`src/rtl/phyreg_pkg.sv`:
```
// Package phyreg_pkg
// Shared sizes of the PHY control register bank and the mask of implemented
// bits in each control word. Assumes word k lives at byte offset 4*k.
package phyreg_pkg;
    localparam int DATA_W     = 32;
    localparam int HALF_W     = DATA_W / 2;
    localparam int NUM_CTRL   = 7;
    localparam int STATUS_IDX = 8;
    localparam int STATUS_W   = 7;

    // Implemented bits of control word k; all other bits are held at zero.
    function automatic logic [HALF_W-1:0] impl_mask(input int k);
        case (k)
            0:       return 16'h3FFF;
            1:       return 16'h01FF;
            6:       return 16'h1FFF;
            default: return 16'h03FF;
        endcase
    endfunction
endpackage

```
`src/rtl/phyreg_decode.sv`:
```
// Module phyreg_decode
// Turns a byte offset into a one-hot control-word select, a status hit or a
// miss. Assumes aligned 32-bit registers; any offset with addr[1:0] != 0 is a
// miss. Purely combinational.
module phyreg_decode
    import phyreg_pkg::*;
#(
    parameter int ADDR_W = 8
) (
    input  logic                clk,
    input  logic                rst_n,
    input  logic [ADDR_W-1:0]   addr,
    output logic [NUM_CTRL-1:0] sel,
    output logic                stat_hit,
    output logic                miss
);
    localparam int IDX_W = ADDR_W - 2;

    logic [IDX_W-1:0] idx;
    logic             aligned;

    assign idx     = addr[ADDR_W-1:2];
    assign aligned = (addr[1:0] == 2'b00);

    // Decode the word index into exactly one target or a miss.
    always_comb begin
        sel = '0;
        for (int k = 0; k < NUM_CTRL; k++) begin
            sel[k] = aligned && (int'(idx) == k);
        end
        stat_hit = aligned && (int'(idx) == STATUS_IDX);
        miss     = !((|sel) || stat_hit);
    end

    AST_DECODE_EXCL: assert property (@(posedge clk) disable iff (!rst_n)
        $onehot({sel, stat_hit, miss}));
endmodule

```
`src/rtl/phyreg_word.sv`:
```
// Module phyreg_word
// One masked-write control word. On a write, bit n takes wdata[n] only where
// wmask[n] is set; bits outside IMPL always stay zero. Synchronous reset to 0.
module phyreg_word
    import phyreg_pkg::*;
#(
    parameter logic [HALF_W-1:0] IMPL = '1
) (
    input  logic              clk,
    input  logic              rst_n,
    input  logic              wr_en,
    input  logic [HALF_W-1:0] wdata,
    input  logic [HALF_W-1:0] wmask,
    output logic [HALF_W-1:0] q
);
    // Merge enabled bits of the write into the stored word.
    always_ff @(posedge clk) begin
        if (!rst_n) begin
            q <= '0;
        end else if (wr_en) begin
            q <= ((q & ~wmask) | (wdata & wmask)) & IMPL;
        end
    end

    AST_MASK_KEEP: assert property (@(posedge clk) disable iff (!rst_n)
        wr_en |=> ((q & ~$past(wmask)) == ($past(q) & ~$past(wmask))));
    AST_IDLE_HOLD: assert property (@(posedge clk) disable iff (!rst_n)
        !wr_en |=> $stable(q));
endmodule

```
`src/rtl/phyreg_rdmux.sv`:
```
// Module phyreg_rdmux
// Registers the read response and the error flag. Read data holds until the
// next read; the error flag is a one-cycle pulse per unmapped request.
module phyreg_rdmux
    import phyreg_pkg::*;
(
    input  logic                           clk,
    input  logic                           rst_n,
    input  logic                           req,
    input  logic                           we,
    input  logic [NUM_CTRL-1:0]            sel,
    input  logic                           stat_hit,
    input  logic                           miss,
    input  logic [NUM_CTRL-1:0][HALF_W-1:0] words,
    input  logic [STATUS_W-1:0]            status,
    output logic [DATA_W-1:0]              rdata,
    output logic                           err
);
    logic [DATA_W-1:0] rd_next;

    // Select the read value of the addressed target; misses give zero.
    always_comb begin
        rd_next = '0;
        for (int k = 0; k < NUM_CTRL; k++) begin
            if (sel[k]) rd_next = rd_next | {{HALF_W{1'b0}}, words[k]};
        end
        if (stat_hit) rd_next = {{(DATA_W-STATUS_W){1'b0}}, status};
    end

    // Capture the response on the request edge.
    always_ff @(posedge clk) begin
        if (!rst_n) begin
            rdata <= '0;
            err   <= 1'b0;
        end else begin
            err <= req && miss;
            if (req && !we) rdata <= rd_next;
        end
    end

    AST_ERR_CAUSE: assert property (@(posedge clk) disable iff (!rst_n)
        err |-> $past(req && miss));
    AST_STATUS_ECHO: assert property (@(posedge clk) disable iff (!rst_n)
        (req && !we && stat_hit) |=> (rdata[STATUS_W-1:0] == $past(status)));
    AST_MISS_READ_ZERO: assert property (@(posedge clk) disable iff (!rst_n)
        (req && !we && miss) |=> (rdata == '0));
endmodule

```
`src/rtl/emmc_phy_regbank.sv`:
```
// Module emmc_phy_regbank
// Top of the eMMC PHY control register bank: address decode, seven masked
// control words, registered readback with status, and field output ports.
// Assumes one access per request cycle and status inputs stable on reads.
module emmc_phy_regbank
    import phyreg_pkg::*;
#(
    parameter int ADDR_W = 8
) (
    input  logic              clk,
    input  logic              rst_n,
    input  logic              req_i,
    input  logic              we_i,
    input  logic [ADDR_W-1:0] addr_i,
    input  logic [31:0]       wdata_i,
    output logic [31:0]       rdata_o,
    output logic              err_o,
    input  logic              stat_cal_done_i,
    input  logic              stat_dll_ready_i,
    input  logic [3:0]        stat_rtrim_i,
    input  logic              stat_no_ext_res_i,
    output logic [1:0]        freq_sel_o,
    output logic              otap_en_o,
    output logic [3:0]        otap_sel_o,
    output logic              itap_win_o,
    output logic [4:0]        itap_sel_o,
    output logic              itap_en_o,
    output logic [2:0]        clkbuf_sel_o,
    output logic              tx_dly_sel_o,
    output logic              rx_dly_sel_o,
    output logic [3:0]        strobe_sel_o,
    output logic [9:0]        rx_en_o,
    output logic [9:0]        pull_up_o,
    output logic [9:0]        od_release_o,
    output logic [9:0]        od_enable_o,
    output logic [3:0]        cp_trim_o,
    output logic              trim_en_o,
    output logic              retrim_o,
    output logic [2:0]        drv_type_o,
    output logic [1:0]        ret_ctl_o,
    output logic              dll_en_o,
    output logic              phy_pwr_up_o
);
    logic [NUM_CTRL-1:0]             sel;
    logic                            stat_hit;
    logic                            miss;
    logic [NUM_CTRL-1:0]             wr_en;
    logic [NUM_CTRL-1:0][HALF_W-1:0] ctrl_q;
    logic [STATUS_W-1:0]             status;

    phyreg_decode #(.ADDR_W(ADDR_W)) u_decode (
        .clk      (clk),
        .rst_n    (rst_n),
        .addr     (addr_i),
        .sel      (sel),
        .stat_hit (stat_hit),
        .miss     (miss)
    );

    // Gate the one-hot select with a write request.
    always_comb begin
        wr_en = (req_i && we_i) ? sel : '0;
    end

    for (genvar k = 0; k < NUM_CTRL; k++) begin : g_word
        phyreg_word #(.IMPL(impl_mask(k))) u_word (
            .clk   (clk),
            .rst_n (rst_n),
            .wr_en (wr_en[k]),
            .wdata (wdata_i[HALF_W-1:0]),
            .wmask (wdata_i[DATA_W-1:HALF_W]),
            .q     (ctrl_q[k])
        );
    end

    // Assemble the status word from the PHY status pins.
    always_comb begin
        status = {stat_cal_done_i, stat_dll_ready_i, stat_rtrim_i, stat_no_ext_res_i};
    end

    phyreg_rdmux u_rdmux (
        .clk      (clk),
        .rst_n    (rst_n),
        .req      (req_i),
        .we       (we_i),
        .sel      (sel),
        .stat_hit (stat_hit),
        .miss     (miss),
        .words    (ctrl_q),
        .status   (status),
        .rdata    (rdata_o),
        .err      (err_o)
    );

    // Word 0: tap delays and DLL frequency band.
    assign freq_sel_o   = ctrl_q[0][13:12];
    assign otap_en_o    = ctrl_q[0][11];
    assign otap_sel_o   = ctrl_q[0][10:7];
    assign itap_win_o   = ctrl_q[0][6];
    assign itap_sel_o   = ctrl_q[0][5:1];
    assign itap_en_o    = ctrl_q[0][0];
    // Word 1: clock buffer and strobe selection.
    assign clkbuf_sel_o = ctrl_q[1][8:6];
    assign tx_dly_sel_o = ctrl_q[1][5];
    assign rx_dly_sel_o = ctrl_q[1][4];
    assign strobe_sel_o = ctrl_q[1][3:0];
    // Words 2..5: per-line pad controls.
    assign rx_en_o      = ctrl_q[2][9:0];
    assign pull_up_o    = ctrl_q[3][9:0];
    assign od_release_o = ctrl_q[4][9:0];
    assign od_enable_o  = ctrl_q[5][9:0];
    // Word 6: DLL and power control.
    assign cp_trim_o    = ctrl_q[6][12:9];
    assign trim_en_o    = ctrl_q[6][8];
    assign retrim_o     = ctrl_q[6][7];
    assign drv_type_o   = ctrl_q[6][6:4];
    assign ret_ctl_o    = ctrl_q[6][3:2];
    assign dll_en_o     = ctrl_q[6][1];
    assign phy_pwr_up_o = ctrl_q[6][0];

    AST_STATUS_WRITE_INERT: assert property (@(posedge clk) disable iff (!rst_n)
        (req_i && we_i && stat_hit) |=> $stable(ctrl_q));
endmodule

```
`config.mk`:
```
export PLATFORM = sky130hd
export DESIGN_NAME = emmc_phy_regbank
export DESIGN_NICKNAME = d
export VERILOG_FILES = /design/src/rtl/phyreg_pkg.sv /design/src/rtl/phyreg_decode.sv /design/src/rtl/phyreg_word.sv /design/src/rtl/phyreg_rdmux.sv /design/src/rtl/emmc_phy_regbank.sv
export SDC_FILE = /design/constraint.sdc
export NUM_CORES = 1
export LEC_CHECK = 0
export CAP_MARGIN = 20
export CORE_UTILIZATION = 42
export CTS_CLUSTER_DIAMETER = 40
export CTS_CLUSTER_SIZE = 30
export DETAILED_ROUTE_END_ITERATION = 12
export GPL_TIMING_DRIVEN = 1
export PLACE_DENSITY = 0.78
export SYNTH_ARGS = -nofsm -noshare
export SYNTH_HDL_FRONTEND = slang
export SYNTH_SLANG_ARGS = --single-unit
```
`constraint.sdc`:
```
create_clock -name clk -period 1.8 [get_ports clk]
set_input_delay 0.18 -clock clk [delete_from_list [all_inputs] [get_ports clk]]
set_output_delay 0.18 -clock clk [all_outputs]
set_load 0.01 [all_outputs]
```
---- Yosys cells after proc, flatten, opt, wreduce, memory -nomap -nowiden ----
Index checks and enable logic that the tools add are counted.
storage, ports and cells
  bits in registers ....................... 109
  word-level logic and storage cells ...... 64
  input port bits ......................... 51
  output and inout bits ................... 109
operators by class
  reduce and logical (&&, ||, !) cells .... 17
  bitwise gates (word level) .............. 22
  multiplexer cells ....................... 9
  equal/unequal tests ..................... 7
operator list
  cell                                                             count
  32-bit two-way mux                                               7
  32-bit by 10-bit OR with 32-bit output                           4
  10-bit AND                                                       4
  10-bit OR                                                        4
  32-bit by 13-bit OR with 32-bit output                           1
  32-bit by 9-bit OR with 32-bit output                            1
  14-bit AND                                                       2
  6-bit by 4-bit == test with 1-bit output, second input constant  3
  14-bit two-way mux                                               1
  14-bit NOT                                                       1
  14-bit OR                                                        1
  13-bit AND                                                       1
  13-bit OR                                                        1
  6-bit by 3-bit == test with 1-bit output, second input constant  2
  1-bit logical AND                                                11
  9-bit AND                                                        1
  9-bit OR                                                         1
  7-bit two-way mux                                                1
  7-bit OR reduction                                               1
  6-bit by 2-bit == test with 1-bit output, second input constant  1
  6-bit by 5-bit == test with 1-bit output, second input constant  1
  6-bit logical NOT                                                1
  1-bit logical NOT                                                2
  2-bit logical NOT                                                1
  1-bit logical OR                                                 1

---- Logic depth before layout (Yosys ltp) ----
Gate-level depths: netlist (run 1).
  depth after elaboration ................. 16
  mapped depth ............................ 8

---- Hierarchy ----
From an unflattened synthesis (run 1), not the netlist that was laid out.
second synthesis, totals
  cells, all modules ...................... 622
  area total of the unflattened synthesis .. 5151.2 sq um
modules (own cells, without submodules)
  module                              area an instance (sq um)  cells an instance  seq. area each (sq um)  instances
  phyreg_word (g_word[2].u_word ...)  488.0                     60                 200.2                   4
  phyreg_rdmux                        1321.3                    150                340.3                   1
  phyreg_word (g_word[0].u_word)      634.4                     77                 280.3                   1
  phyreg_word (g_word[6].u_word)      604.3                     73                 260.2                   1
  phyreg_word (g_word[1].u_word)      457.9                     56                 180.2                   1
  phyreg_decode                       137.6                     19                 0.0                     1
  emmc_phy_regbank                    43.8                      7                  0.0                     1

---- Worst setup path after synthesis (run 1) ----
No wires, ideal clock.
  path kind ............................... input port to flip-flop
  from .................................... input addr_i[4]
  to ...................................... register u_rdmux.rdata[2]
  path slack .............................. -57 ps
  cell stages on the path ................. 7
  arrival ................................. 1784 ps
  required time ........................... 1726 ps
  path buffers ............................ 2
  cell sequence ........................... buf_2 or4_4 buf_6 or3_4 o32ai_2 o221ai_2 o211ai_2
between the ends
  cells in the longest elaborated chain, start to end .. 16
  elaborated cells on any way between the ends .. 30
ends and longest elaborated chain
  item                                    RTL line                text
  start, declared                         emmc_phy_regbank.sv:14  input logic [ADDR_W-1:0] addr_i,
  6-bit logical NOT                       phyreg_decode.sv:29     sel[k] = aligned && (int'(idx) == k);
  1-bit logical AND                       phyreg_decode.sv:29
  14-bit two-way mux                      phyreg_rdmux.sv:25      if (sel[k]) rd_next = rd_next | {{HALF_W{1'b0}}, words[k]};
  32-bit by 9-bit OR with 32-bit output   phyreg_rdmux.sv:25
  32-bit two-way mux                      phyreg_rdmux.sv:25
  32-bit by 10-bit OR with 32-bit output  phyreg_rdmux.sv:25
  32-bit two-way mux                      phyreg_rdmux.sv:25
  32-bit by 10-bit OR with 32-bit output  phyreg_rdmux.sv:25
  32-bit two-way mux                      phyreg_rdmux.sv:25
  32-bit by 10-bit OR with 32-bit output  phyreg_rdmux.sv:25
  32-bit two-way mux                      phyreg_rdmux.sv:25
  32-bit by 10-bit OR with 32-bit output  phyreg_rdmux.sv:25
  32-bit two-way mux                      phyreg_rdmux.sv:25
  32-bit by 13-bit OR with 32-bit output  phyreg_rdmux.sv:25
  32-bit two-way mux                      phyreg_rdmux.sv:25
  32-bit two-way mux *                    phyreg_rdmux.sv:27      if (stat_hit) rd_next = {{(DATA_W-STATUS_W){1'b0}}, status};
  end signal, assigned                    phyreg_rdmux.sv:37      if (req && !we) rdata <= rd_next;
  end, declared                           phyreg_rdmux.sv:16      output logic [DATA_W-1:0] rdata,
Mark *: on every way between the ends. The rest lies on a longest branch, timed or not.
A chain may end at the register's enable or synchronous reset.

---- Final worst setup path (run 1) ----
  from .................................... input addr_i[6]
  to ...................................... register u_rdmux.rdata[2]
The elaborated chain is that of the path after synthesis.

==> results.md, run 1 <==
* Register area at 1820 µm²
* Vias per cell at 5.30
* Initial core utilization at 0.435
* Remaining global-route overflow at 0
* Setup TNS at 0 ns
* TritonCTS Buffers at 9
* DRC viols at 0
* Clock transition at the registers of the reported paths at approximately 0.070 ns
* Main flop type after synthesis: dfxtp_1
* CP Data Required Time at between 2 and 2.5 ns
* CORE AREA at between 10000 and 15000 µm²
* Top-level I/O count at 160
* Peak VDD IR at between 0.4 and 0.5 mV
* Post-DRT Antenna Nets at 0
* Die height at 108 µm
* Leakage power at just under 3 nW
* Non-Filler Instances at around 860
* Final Critical Period at 1.68 ns
* Post-synthesis sequential area ratio at 0.383
* Yosys top cell area share at 0.383
* N_diodes at 0
* DR iter-0 viols at a little under 300
* Crit end category: flop
* Hold Vio Cnt, Final at 0
* Final HPWL DP at between 10000 and 15000 µm
* Outcome: completed
* Most frequent cells in the layout: 128 x clkdlybuf4s50_1, 99 x nand2_1, 91 x dfxtp_1
* Layout Skew at slightly above 0.007 ns
* RSZ-0062 raised after global routing: no
* # clock sinks at 91
* Final period utilization at 0.934
* Number of global-route vias before repair at approximately 4500
* FF-to-FF End: u_rdmux.rdata[5]
* Final net count at 762
* Share of cells above drive strength 1 at 0.145
* Cells on Worst Hold Path at 3
* Cell Area, Synth at ~4800 µm²
* Cell Rows at 38
* Commonest non-fill, non-tap cell in the layout: clkdlybuf4s50_1
* Power per cell area at between 600 and 700 nW/µm²
* Global-route wire length before repair at about 24000 µm
* Flops & latches, synth at just over 90
* Cells after DPL at around 840
* Total power at between 0.004 and 0.005 W
* Cell variety after synth at 51
* Worst-skew pair later-pin latency at around 0.34 ns
* Fillers at between 900 and 1000
* Leading area contributor after synthesis: dfxtp_1
* Final WL at 15300 µm
* End of the worst hold path: u_rdmux.err
* Worst Setup Path Type: input port to flop
* Mean Syn Cell Area at 8.97 µm²
* Initial antenna violation count at 0
* Worst hold slack at between 0.15 and 0.2 ns
* Ys Warns at 0
* TritonRoute pass-1 iters at 5
* CP Data Arrival Time at ~2 ns
* CP max FO at 6
* Vias after detailed routing at 4540
* Worst Hold Launch: rst_n
* DIE WIDTH at around 110 µm
* CTS tree: built
* Area growth from synthesis to layout at 45.9%
* Pins over their slew limit at 0
* Setup crit start kind: input port
* Synth async-reset ratio at 0
* R2R setup slack at 0.41 ns
* Synth top area cells: dfxtp_1 38%, mux2i_1 18%, nor2b_1 11%
* Worst Hold Class: input port to flop
* Setup Viol. Count Final at 0
* Reg2Reg Depth at 3
* Global placer's final weighted congestion at between 0.8 and 0.9
* All-Layer GR Usage at 0.266
* Multi-input logic area at 2770 µm²
* Setup crit start: addr_i[6]
* Largest net degree at the start of global routing at 45
* CTS root buffer: clkbuf_16
* Die footprint at 11800 µm²
* Post-synth EDFFs at 0
* Avg WL per Cell at 17.9 µm
* Max Cap Viol at 0
* CTS max path bufs at 2
* Port Buf Inserts at about 140
* Max Fclk at slightly below 600 MHz
* H-tree depth at 3
* Cell count after synthesis at 531
-- logic make-up after synthesis --
group / count (synthesis) / share of synthesized area
AOI/OAI and AO/OA: 64 / 0.0907
buffers and inverters: 48 / 0.0578
other: 1 / 0.000788
muxes: 92 / 0.200
DFF: 91 / 0.383
and+or+nand+nor: 235 / 0.268
-- stage by stage --
stage           util  setup slack [ns]  cell area (µm²)
6_report       0.635             0.119             6950
4_1_cts        0.634           0.00150             6930
5_1_grt        0.635            0.0709             6950
2_1_floorplan      -           -0.0189             4840
3_3_place_gp   0.601            -0.425             6580
3_5_place_dp   0.601            -0.477             6580
-- critical path: stages --
cell and delay (ns):
dlygate4sd2_1 0.26, or4_4 0.63, or3_4 0.45, o32ai_2 0.22
o221ai_2 0.12, o211ai_2 0.08
-- power by group --
part	internal, W	leakage (nW)	switching (W)
Combinational	0.000200	2.08	0.000221
Clock	0.00108	0.142	0.000827
Sequential	0.00201	0.733	0.000000981
-- layout make-up --
cell class,count,area share
Clock inverter,7,0.0110
Timing Repair Buffer,199,0.270
Multi-Input combinational cell,409,0.398
Clock buffer,9,0.0324
Tap cell,140,0.0252
Inverter,1,0.000540
Sequential cell,91,0.262
-- cells in the mapped netlist, drive strengths merged, types with 2 or more instances --
library cell	instances
and2	3
a21boi	2
a21oi	12
clkbuf	15
a21o	2
or4	2
nor3	14
mux2	4
nand4	4
or4b	3
nor2b	84
buf	32
a31oi	2
dfxtp	91
o21ai	15
a22oi	8
nor4	3
nand3	7
nor2	10
a221oi	2
mux2i	86
mux4	2
nand2	99
o22ai	10
nand2b	2
-- worst max-delay path by stage --
stage                  endpoint  slack, ns
3_5_place_dp               flop      -0.48
3_3_place_gp               flop      -0.42
2_1_floorplan  u_rdmux.rdata[2]      -0.02
4_1_cts                    flop      0.001
6_report       u_rdmux.rdata[2]       0.12
5_1_grt        u_rdmux.rdata[2]       0.07
-- layer usage --
layer	up-vias	part of all wire	track usage
li1	2168	-	-
met1	2153	0.44	0.351
met2	202	0.48	0.448
met3	17	0.069	0.0428
met4	0	0.010	0.0705
met5	-	0	0
-- repair_timing --
action | in CTS | in global routing
pin swaps | 7 | 3
gates resized for setup | 16 | 5
hold buffers | 0 | 0
endpoints found under the setup margin | 71 | 57
buffers inserted | 2 | 0
No activity file was read; power rests on OpenSTA's default activity.
==> run 2, diff against run 1 <==
Settings changed: GPL_TIMING_DRIVEN 1 to unset.
==> results of run 2 <==
The final DEF is identical to that of run 1; final timing and power are the same.
